[config.mk]
export PLATFORM = sky130hd
export DESIGN_NAME = dp_alu_unit
export DESIGN_NICKNAME = d
export VERILOG_FILES = /design/src/rtl/dpalu_pkg.sv /design/src/rtl/dpalu_datapath.sv /design/src/rtl/dpalu_flag_ctrl.sv /design/src/rtl/dpalu_state.sv /design/src/rtl/dp_alu_unit.sv
export SDC_FILE = /design/constraint.sdc
export NUM_CORES = 1
export LEC_CHECK = 0
export ABC_AREA = 1
export BUFFER_PORTS_ARGS = -buffer_cell sky130_fd_sc_hd__buf_2
export CORE_MARGIN = 5
export CORE_UTILIZATION = 40
export DETAILED_ROUTE_END_ITERATION = 10
export PLACE_DENSITY = 0.7
export RECOVER_POWER = 25
export SLEW_MARGIN = 30
export SYNTH_ARGS = -nofsm -noshare
export SYNTH_HDL_FRONTEND = slang
export SYNTH_SLANG_ARGS = --single-unit
export TNS_END_PERCENT = 20
[constraint.sdc]
create_clock -name clk -period 4.1 [get_ports clk]
set_clock_uncertainty 0.1 [all_clocks]
set_input_delay 0.41 -clock clk [delete_from_list [all_inputs] [get_ports clk]]
set_output_delay 0.41 -clock clk [all_outputs]
set_load 0.01 [all_outputs]
[src/rtl/dpalu_pkg.sv]
package dpalu_pkg;

  localparam int CC_W = 4;

  typedef enum logic [3:0] {
    OP_AND = 4'h0, OP_EOR = 4'h1, OP_SUB = 4'h2, OP_RSB = 4'h3,
    OP_ADD = 4'h4, OP_ADC = 4'h5, OP_SBC = 4'h6, OP_RSC = 4'h7,
    OP_TST = 4'h8, OP_TEQ = 4'h9, OP_CMP = 4'hA, OP_CMN = 4'hB,
    OP_ORR = 4'hC, OP_MOV = 4'hD, OP_BIC = 4'hE, OP_MVN = 4'hF
  } dp_op_e;

  typedef struct packed {
    logic n;
    logic z;
    logic c;
    logic v;
  } cc_t;

  // codes 8..B only touch flags
  function automatic logic op_writes(dp_op_e op);
    logic [3:0] raw;
    raw = op;
    return raw[3:2] != 2'b10;
  endfunction

  function automatic logic op_bitwise(dp_op_e op);
    case (op)
      OP_AND, OP_EOR, OP_TST, OP_TEQ,
      OP_ORR, OP_MOV, OP_BIC, OP_MVN: return 1'b1;
      default:                        return 1'b0;
    endcase
  endfunction

  function automatic logic op_test(dp_op_e op);
    return (op == OP_TST) || (op == OP_TEQ);
  endfunction

endpackage

[src/rtl/dpalu_datapath.sv]
module dpalu_datapath
  import dpalu_pkg::*;
#(
  parameter int W = 32
) (
  input  dp_op_e         op,
  input  logic [W-1:0]   a,
  input  logic [W-1:0]   b,
  input  logic           cin,
  output logic [W-1:0]   res,
  output logic           ar_c,
  output logic           ar_v
);

  localparam int MSB = W - 1;

  // sum with carry out in the top bit
  function automatic logic [W:0] add_full(logic [W-1:0] x, logic [W-1:0] y, logic ci);
    return {1'b0, x} + {1'b0, y} + {{W{1'b0}}, ci};
  endfunction

  // amount removed = y + 1 - ci, kept one bit wider than the data
  function automatic logic [W:0] sub_amount(logic [W-1:0] y, logic ci);
    return {1'b0, y} + {{W{1'b0}}, 1'b1} - {{W{1'b0}}, ci};
  endfunction

  function automatic logic add_ovf(logic [W-1:0] x, logic [W-1:0] y, logic [W-1:0] r);
    logic [W-1:0] t;
    t = (x ^ r) & (y ^ r);
    return t[MSB];
  endfunction

  function automatic logic sub_ovf(logic [W-1:0] l, logic [W-1:0] s, logic [W-1:0] r);
    logic [W-1:0] t;
    t = (l ^ r) & (~s ^ r);
    return t[MSB];
  endfunction

  logic [W-1:0] lhs, rhs;
  logic         eff_cin;
  logic         is_sub, is_add;
  logic [W:0]   sum_w, amt_w, dif_w;

  always_comb begin
    is_sub  = 1'b0;
    is_add  = 1'b0;
    lhs     = a;
    rhs     = b;
    eff_cin = 1'b0;
    case (op)
      OP_SUB, OP_CMP: begin is_sub = 1'b1; eff_cin = 1'b1; end
      OP_RSB:         begin is_sub = 1'b1; eff_cin = 1'b1; lhs = b; rhs = a; end
      OP_SBC:         begin is_sub = 1'b1; eff_cin = cin; end
      OP_RSC:         begin is_sub = 1'b1; eff_cin = cin; lhs = b; rhs = a; end
      OP_ADD, OP_CMN: begin is_add = 1'b1; end
      OP_ADC:         begin is_add = 1'b1; eff_cin = cin; end
      default:        ;
    endcase
  end

  always_comb begin
    sum_w = add_full(lhs, rhs, eff_cin);
    amt_w = sub_amount(rhs, eff_cin);
    dif_w = {1'b0, lhs} - amt_w;
  end

  always_comb begin
    ar_c = 1'b0;
    ar_v = 1'b0;
    if (is_add) begin
      res  = sum_w[W-1:0];
      ar_c = sum_w[W];
      ar_v = add_ovf(lhs, rhs, sum_w[W-1:0]);
    end else if (is_sub) begin
      res  = dif_w[W-1:0];
      ar_c = (amt_w <= {1'b0, lhs});
      ar_v = sub_ovf(lhs, rhs, dif_w[W-1:0]);
    end else begin
      case (op)
        OP_AND, OP_TST: res = a & b;
        OP_EOR, OP_TEQ: res = a ^ b;
        OP_ORR:         res = a | b;
        OP_MOV:         res = b;
        OP_BIC:         res = a & ~b;
        default:        res = ~b;
      endcase
    end
  end

endmodule

[src/rtl/dpalu_flag_ctrl.sv]
module dpalu_flag_ctrl
  import dpalu_pkg::*;
#(
  parameter int W     = 32,
  parameter int IDX_W = 4
) (
  input  dp_op_e           op,
  input  logic             set_flags,
  input  logic [IDX_W-1:0] dest_idx,
  input  logic [W-1:0]     res,
  input  logic             ar_c,
  input  logic             ar_v,
  input  logic             shift_carry,
  input  cc_t              cur_cc,
  input  cc_t              saved_cc,
  output cc_t              nxt_cc,
  output logic             do_restore,
  output logic             do_write
);

  localparam logic [IDX_W-1:0] TOP_IDX = {IDX_W{1'b1}};

  logic writes, bitwise, test_op, to_top;

  always_comb begin
    writes  = op_writes(op);
    bitwise = op_bitwise(op);
    test_op = op_test(op);
    to_top  = (dest_idx == TOP_IDX);
  end

  always_comb begin
    nxt_cc     = cur_cc;
    do_restore = 1'b0;
    do_write   = writes;
    if (!writes) begin
      nxt_cc.n = res[W-1];
      nxt_cc.z = (res == '0);
      if (test_op) begin
        nxt_cc.c = shift_carry;
      end else begin
        nxt_cc.c = ar_c;
        nxt_cc.v = ar_v;
      end
    end else if (set_flags) begin
      if (to_top) begin
        do_restore = 1'b1;
        nxt_cc     = saved_cc;
      end else begin
        nxt_cc.n = res[W-1];
        nxt_cc.z = (res == '0);
        nxt_cc.c = bitwise ? shift_carry : ar_c;
        if (!bitwise) nxt_cc.v = ar_v;
      end
    end
  end

endmodule

[src/rtl/dpalu_state.sv]
module dpalu_state
  import dpalu_pkg::*;
#(
  parameter int W     = 32,
  parameter int IDX_W = 4
) (
  input  logic             clk,
  input  logic             rst_n,
  input  logic [W-1:0]     res_d,
  input  logic             we_d,
  input  logic [IDX_W-1:0] idx_d,
  input  cc_t              cc_d,
  input  logic             restore_d,
  input  logic             saved_we,
  input  logic [W-1:0]     saved_wdata,
  output logic [W-1:0]     res_q,
  output logic             we_q,
  output logic [IDX_W-1:0] idx_q,
  output cc_t              cc_q,
  output logic             restore_q,
  output logic [W-1:0]     saved_q
);

  logic primed;

  always_ff @(posedge clk or negedge rst_n) begin
    if (!rst_n) begin
      res_q     <= '0;
      we_q      <= 1'b0;
      idx_q     <= '0;
      cc_q      <= '0;
      restore_q <= 1'b0;
      saved_q   <= '0;
      primed    <= 1'b0;
    end else begin
      res_q     <= res_d;
      we_q      <= we_d;
      idx_q     <= idx_d;
      cc_q      <= cc_d;
      restore_q <= restore_d;
      primed    <= 1'b1;
      if (saved_we) saved_q <= saved_wdata;
    end
  end

  AST_RESTORE_SRC: assert property (@(posedge clk) disable iff (!rst_n || !primed)
    restore_q |-> (cc_q == cc_t'($past(saved_q[W-1 -: CC_W]))));

  AST_SAVED_LOAD: assert property (@(posedge clk) disable iff (!rst_n || !primed)
    $past(saved_we) |-> (saved_q == $past(saved_wdata)));

endmodule

[src/rtl/dp_alu_unit.sv]
module dp_alu_unit
  import dpalu_pkg::*;
#(
  parameter int W     = 32,
  parameter int IDX_W = 4
) (
  input  logic             clk,
  input  logic             rst_n,
  input  logic [3:0]       opcode,
  input  logic [W-1:0]     op_a,
  input  logic [W-1:0]     op_b,
  input  logic             shift_carry,
  input  logic             set_flags,
  input  logic [IDX_W-1:0] dest_idx,
  input  logic             saved_we,
  input  logic [W-1:0]     saved_wdata,
  output logic [W-1:0]     result_q,
  output logic             wr_en_q,
  output logic [IDX_W-1:0] wr_idx_q,
  output logic [CC_W-1:0]  flags_q,
  output logic             restore_q,
  output logic [W-1:0]     saved_q
);

  dp_op_e       op;
  logic [W-1:0] alu_res;
  logic         alu_c, alu_v;
  cc_t          cc_cur, cc_nxt, cc_saved;
  logic         evt_restore, evt_write;

  assign op       = dp_op_e'(opcode);
  assign cc_saved = cc_t'(saved_q[W-1 -: CC_W]);

  dpalu_datapath #(.W(W)) u_dp (
    .op   (op),
    .a    (op_a),
    .b    (op_b),
    .cin  (cc_cur.c),
    .res  (alu_res),
    .ar_c (alu_c),
    .ar_v (alu_v)
  );

  dpalu_flag_ctrl #(.W(W), .IDX_W(IDX_W)) u_fc (
    .op          (op),
    .set_flags   (set_flags),
    .dest_idx    (dest_idx),
    .res         (alu_res),
    .ar_c        (alu_c),
    .ar_v        (alu_v),
    .shift_carry (shift_carry),
    .cur_cc      (cc_cur),
    .saved_cc    (cc_saved),
    .nxt_cc      (cc_nxt),
    .do_restore  (evt_restore),
    .do_write    (evt_write)
  );

  dpalu_state #(.W(W), .IDX_W(IDX_W)) u_st (
    .clk         (clk),
    .rst_n       (rst_n),
    .res_d       (alu_res),
    .we_d        (evt_write),
    .idx_d       (dest_idx),
    .cc_d        (cc_nxt),
    .restore_d   (evt_restore),
    .saved_we    (saved_we),
    .saved_wdata (saved_wdata),
    .res_q       (result_q),
    .we_q        (wr_en_q),
    .idx_q       (wr_idx_q),
    .cc_q        (cc_cur),
    .restore_q   (restore_q),
    .saved_q     (saved_q)
  );

  assign flags_q = cc_cur;

  logic primed;
  always_ff @(posedge clk or negedge rst_n) begin
    if (!rst_n) primed <= 1'b0;
    else        primed <= 1'b1;
  end

  AST_FLAG_ONLY_NO_WRITE: assert property (@(posedge clk) disable iff (!rst_n || !primed)
    ($past(opcode[3:2]) == 2'b10) |-> (!wr_en_q && !restore_q));

  AST_HOLD_WITHOUT_S: assert property (@(posedge clk) disable iff (!rst_n || !primed)
    ($past(opcode[3:2]) != 2'b10 && !$past(set_flags)) |-> $stable(flags_q));

  AST_BITWISE_KEEP_V: assert property (@(posedge clk) disable iff (!rst_n || !primed)
    ($past(opcode) inside {4'h0, 4'h1, 4'hC, 4'hD, 4'hE, 4'hF} && $past(dest_idx) != {IDX_W{1'b1}})
      |-> (flags_q[0] == $past(flags_q[0])));

  AST_WRITE_INDEX: assert property (@(posedge clk) disable iff (!rst_n || !primed)
    wr_en_q |-> (wr_idx_q == $past(dest_idx)));

endmodule

==> qor_table.md <==
| Quantity | Value |
|:---|:---|
| Iteration-0 DRC count of the detailed router | 1,579 |
| Share of synthesized flip-flops with an asynchronous set or reset | 100% |
| Wire length of the first global-routing pass | 92.6 mm |
| Final cell area excluding filler cells | 20,000 µm² |
| DRC Markers | 0 |
| Number of nets with antenna violations after routing | 0 |
| Synth warn | 0 |
| Most frequently used flop master after synthesis | dfrtp_1 |
| CP most frequent cell | nand2_1 |
| Number of nets at the end of the flow | 3,190 |
| Smallest hold slack | 0.0900 ns |
| Inserted Diodes | 0 |
| Detailed Routing Iterations Pass 1 | 5 |
| Post-Place Cells | 3,301 |
| Seq cells post-synth | 74 |
| Share of the yosys chip area belonging to registers | 14.2% |
| Io pins | 183 |
| Buffer depth of the longest clock path | 2 |
| Required time at the endpoint of the critical path | 4.28 ns |
| Area after detailed placement | 18,100 µm² |
| Clock buffer count from CTS | 9 |
| Unrepaired setup endpoints after global routing | true |
| Vias in the first global route | 17,200 |
| Half-perimeter wire length after detailed placement | 49.7 mm |
| CTS tree | done |
| Die footprint | 36,300 µm² |
| Combinational group share of total power | 74.9% |
| Crit path time final | 5.16 ns |
| Kind of end point of the critical path | flop |
| Leading cell type in the layout, fill and taps excluded | nand2_1 |
| Total negative slack for setup checks | -8.95 ns |
| Number of synthesized flops with an enable pin | 0 |
| Switching power as a share of total power | 46.6% |
| Upper clock frequency limit | 194 MHz |
| Internal Pwr Total | 3.65 mW |
| Worst hold path class | primary input to flop |
| Htree depth | 3 |
| Post-Syn Area per Cell | 5.81 µm² |
| Last weighted congestion value of the routability-driven placer | 1.02 |
| Critical path's slowest cell | dfrtp_1 |
| Area of the mapped netlist | 13,000 µm² |
| Via count | 17,600 |
| Layout Area Growth over Synthesis | 53.3% |
| Slew margin rel. | -20.7% |
| Maximum number of pins on one net before global-route repair | 75 |
| Clock transition at path regs | 0.06 ns |
| Initial antenna violation count | 0 |
| Clock Sink Count | 74 |
| Total number of placement rows | 66 |
| Final period util | 126% |
| Largest voltage drop on the vdd net | 0.281 mV |
| Violations in the final reports | max-capacitance violations, max-slew violations, negative setup slack |
| Total Routing Usage GR | 32.4% |
| Nature of the critical path startpoint | flop |
| Average via count per standard cell | 5.22 |
| Input/output buffers | 182 |
| Remaining global-route overflow | 0 |
| Total power of the final layout | 6.83 mW |
| Switching power total | 3.18 mW |
| Total of max-cap violations | 1 |
| Actual transition at the worst max-transition pin | 1.81 ns |
| Clock network latency to the later pin of the worst-skew pair | 0.34 ns |
| Number of distinct library cell variants in the gate-level netlist after synthesis | 50 |
| # setup viols final | 23 |
| Hold bufs inserted after CTS | 0 |
| Overall die height | 190 µm |
| Number of endpoints with negative hold slack in the final report | 0 |
| Clock network power share | 12.1% |
| Starting density of the core | 40.2% |
| WL per Instance | 18.1 µm |
| Delay of the slowest critical-path stage | 0.40 ns |
| WP data arrival | 5.33 ns |
| Clock Root Buffer | clkbuf_16 |
| Die width | 190 µm |
| Synthesized net count | 2,515 |
| Worst-case setup margin in the final layout | -1.06 ns |
| Fraction of layout instances using a drive strength above 1 | 33.7% |
| Critical path start-end classification | flop to flop |
| Max-slew violation count | 75 |
| Cells after Synth | 2,241 |
| Outcome | complete, but fails checks |
| Layout Cells excl Fill | 3,363 |
| Floorplan Core Area | 32,400 µm² |
| Top fanout value on the critical path | 3 |
| Leakage | 11.4 nW |
| Register share of total power | 13.0% |
| Commonest cells after routing, fill and taps aside | nand2_1, buf_4, inv_1, buf_2, o21ai_0 |
| Power density over the cells | 342 nW/µm² |
| Final wirelength | 60.8 mm |
cell families after synthesis:
logic type	after synthesis	share of synthesized area (%)
AOI/OAI and AO/OA	420	17.7
xor gates and xnor gates	37	2.49
adders and majority gates	165	16.0
buffers and inverters	475	14.1
DFF	74	14.2
muxes	30	2.59
and+or+nand+nor	1040	32.9
layout make-up:
| cell class | count | area (µm²) |
|---|---|---|
| multi-input cells | 1694 | 10500 |
| flip-flops and latches | 74 | 1850 |
| clock inverters | 7 | 82.6 |
| well taps | 442 | 553 |
| clock buffers | 9 | 225 |
| fillers | 3105 | 12400 |
| inverters | 427 | 1630 |
| repair buffers | 710 | 5110 |
repair_timing:
action,in CTS,in global routing
gates resized for setup,198,58
buffers inserted,38,6
gates cloned,6,0
endpoints found under the setup margin,28,29
pin swaps,85,41
worst max-delay path, delay by kind of cell, from the launching register on:
kind                       cells  cell delay, ns
DFF                            1            0.40
and+or+nand+nor               26            2.31
xor gates and xnor gates       1            0.18
adders and majority gates      4            0.78
AOI/OAI and AO/OA              7            0.95
buffers and inverters          3            0.36
routing by layer:
metal / wire (µm) / track usage [%] / up-vias
li1: - / - / 8518
met1: 25200 / 41.7 / 8109
met2: 27300 / 52.9 / 762
met3: 4680 / 4.96 / 172
met4: 3670 / 16.1 / 0
met5: 0 / 0 / -
power groups by stage:
| stage | Clock (mW) | Sequential, mW | Combinational [mW] |
|---|---|---|---|
| after floorplan | 0 | 0.960 | 2.18 |
| after global placement | 0 | 0.894 | 4.38 |
| after detailed placement | 0 | 0.898 | 4.43 |
| after CTS | 0.831 | 0.886 | 4.88 |
| after global routing | 0.871 | 0.900 | 5.58 |
| final | 0.826 | 0.886 | 5.12 |
sequential cells by signal, indices dropped and copies added (netlist names):
| signal | cells |
|---|---|
| u_st.saved_q | 32 |
| u_st.idx_q | 4 |
| u_st.res_q | 32 |
| u_st.we_q | 1 |
| u_st.cc_q | 4 |
| u_st.restore_q | 1 |
per-stage QoR:
step | util, % | setup slack (ns)
2_1_floorplan | - | -0.916
3_3_place_gp | 55.8 | -2.09
3_5_place_dp | 55.8 | -2.13
4_1_cts | 60.7 | -0.920
5_1_grt | 61.7 | -1.45
6_report | 61.7 | -1.06
synthesized netlist by cell type (all sizes together) (20+ instances only):
cell type  count  area, µm²
a21oi        165        830
o22ai         23        150
nand3        138        691
dfrtp         74       1850
xor2          27        236
nor2         159        604
nand2        671       2540
clkbuf        28        108
mux2          30        338
o21ai        176        892
inv          426       1600
buf           20        123
ha           162       2030
nand4         36        225
final timing paths:
| check | from | to | slack [ns] | depth (start not counted) |
|---|---|---|---|---|
| max in group asynchronous | rst_n | u_st.saved_q[26]$_DFFE_PN0P_ | 2.37 | 1 |
| min in group asynchronous | rst_n | u_st.res_q[26]$_DFF_PN0_ | 0.44 | 1 |
| worst max register to register | u_st.cc_q[1]$_DFFE_PN0P_ | u_st.cc_q[2]$_DFFE_PN0P_ | -1.06 | 41 |
| worst min register to register | u_st.saved_q[16]$_DFFE_PN0P_ | u_st.saved_q[16]$_DFFE_PN0P_ | 0.40 | 1 |
| worst min-delay path | dest_idx[1] | u_st.idx_q[1]$_DFF_PN0_ | 0.09 | 1 |
| worst max-delay path | u_st.cc_q[1]$_DFFE_PN0P_ | u_st.cc_q[2]$_DFFE_PN0P_ | -1.06 | 41 |
Note: power is estimated with default switching activity, not from simulation.
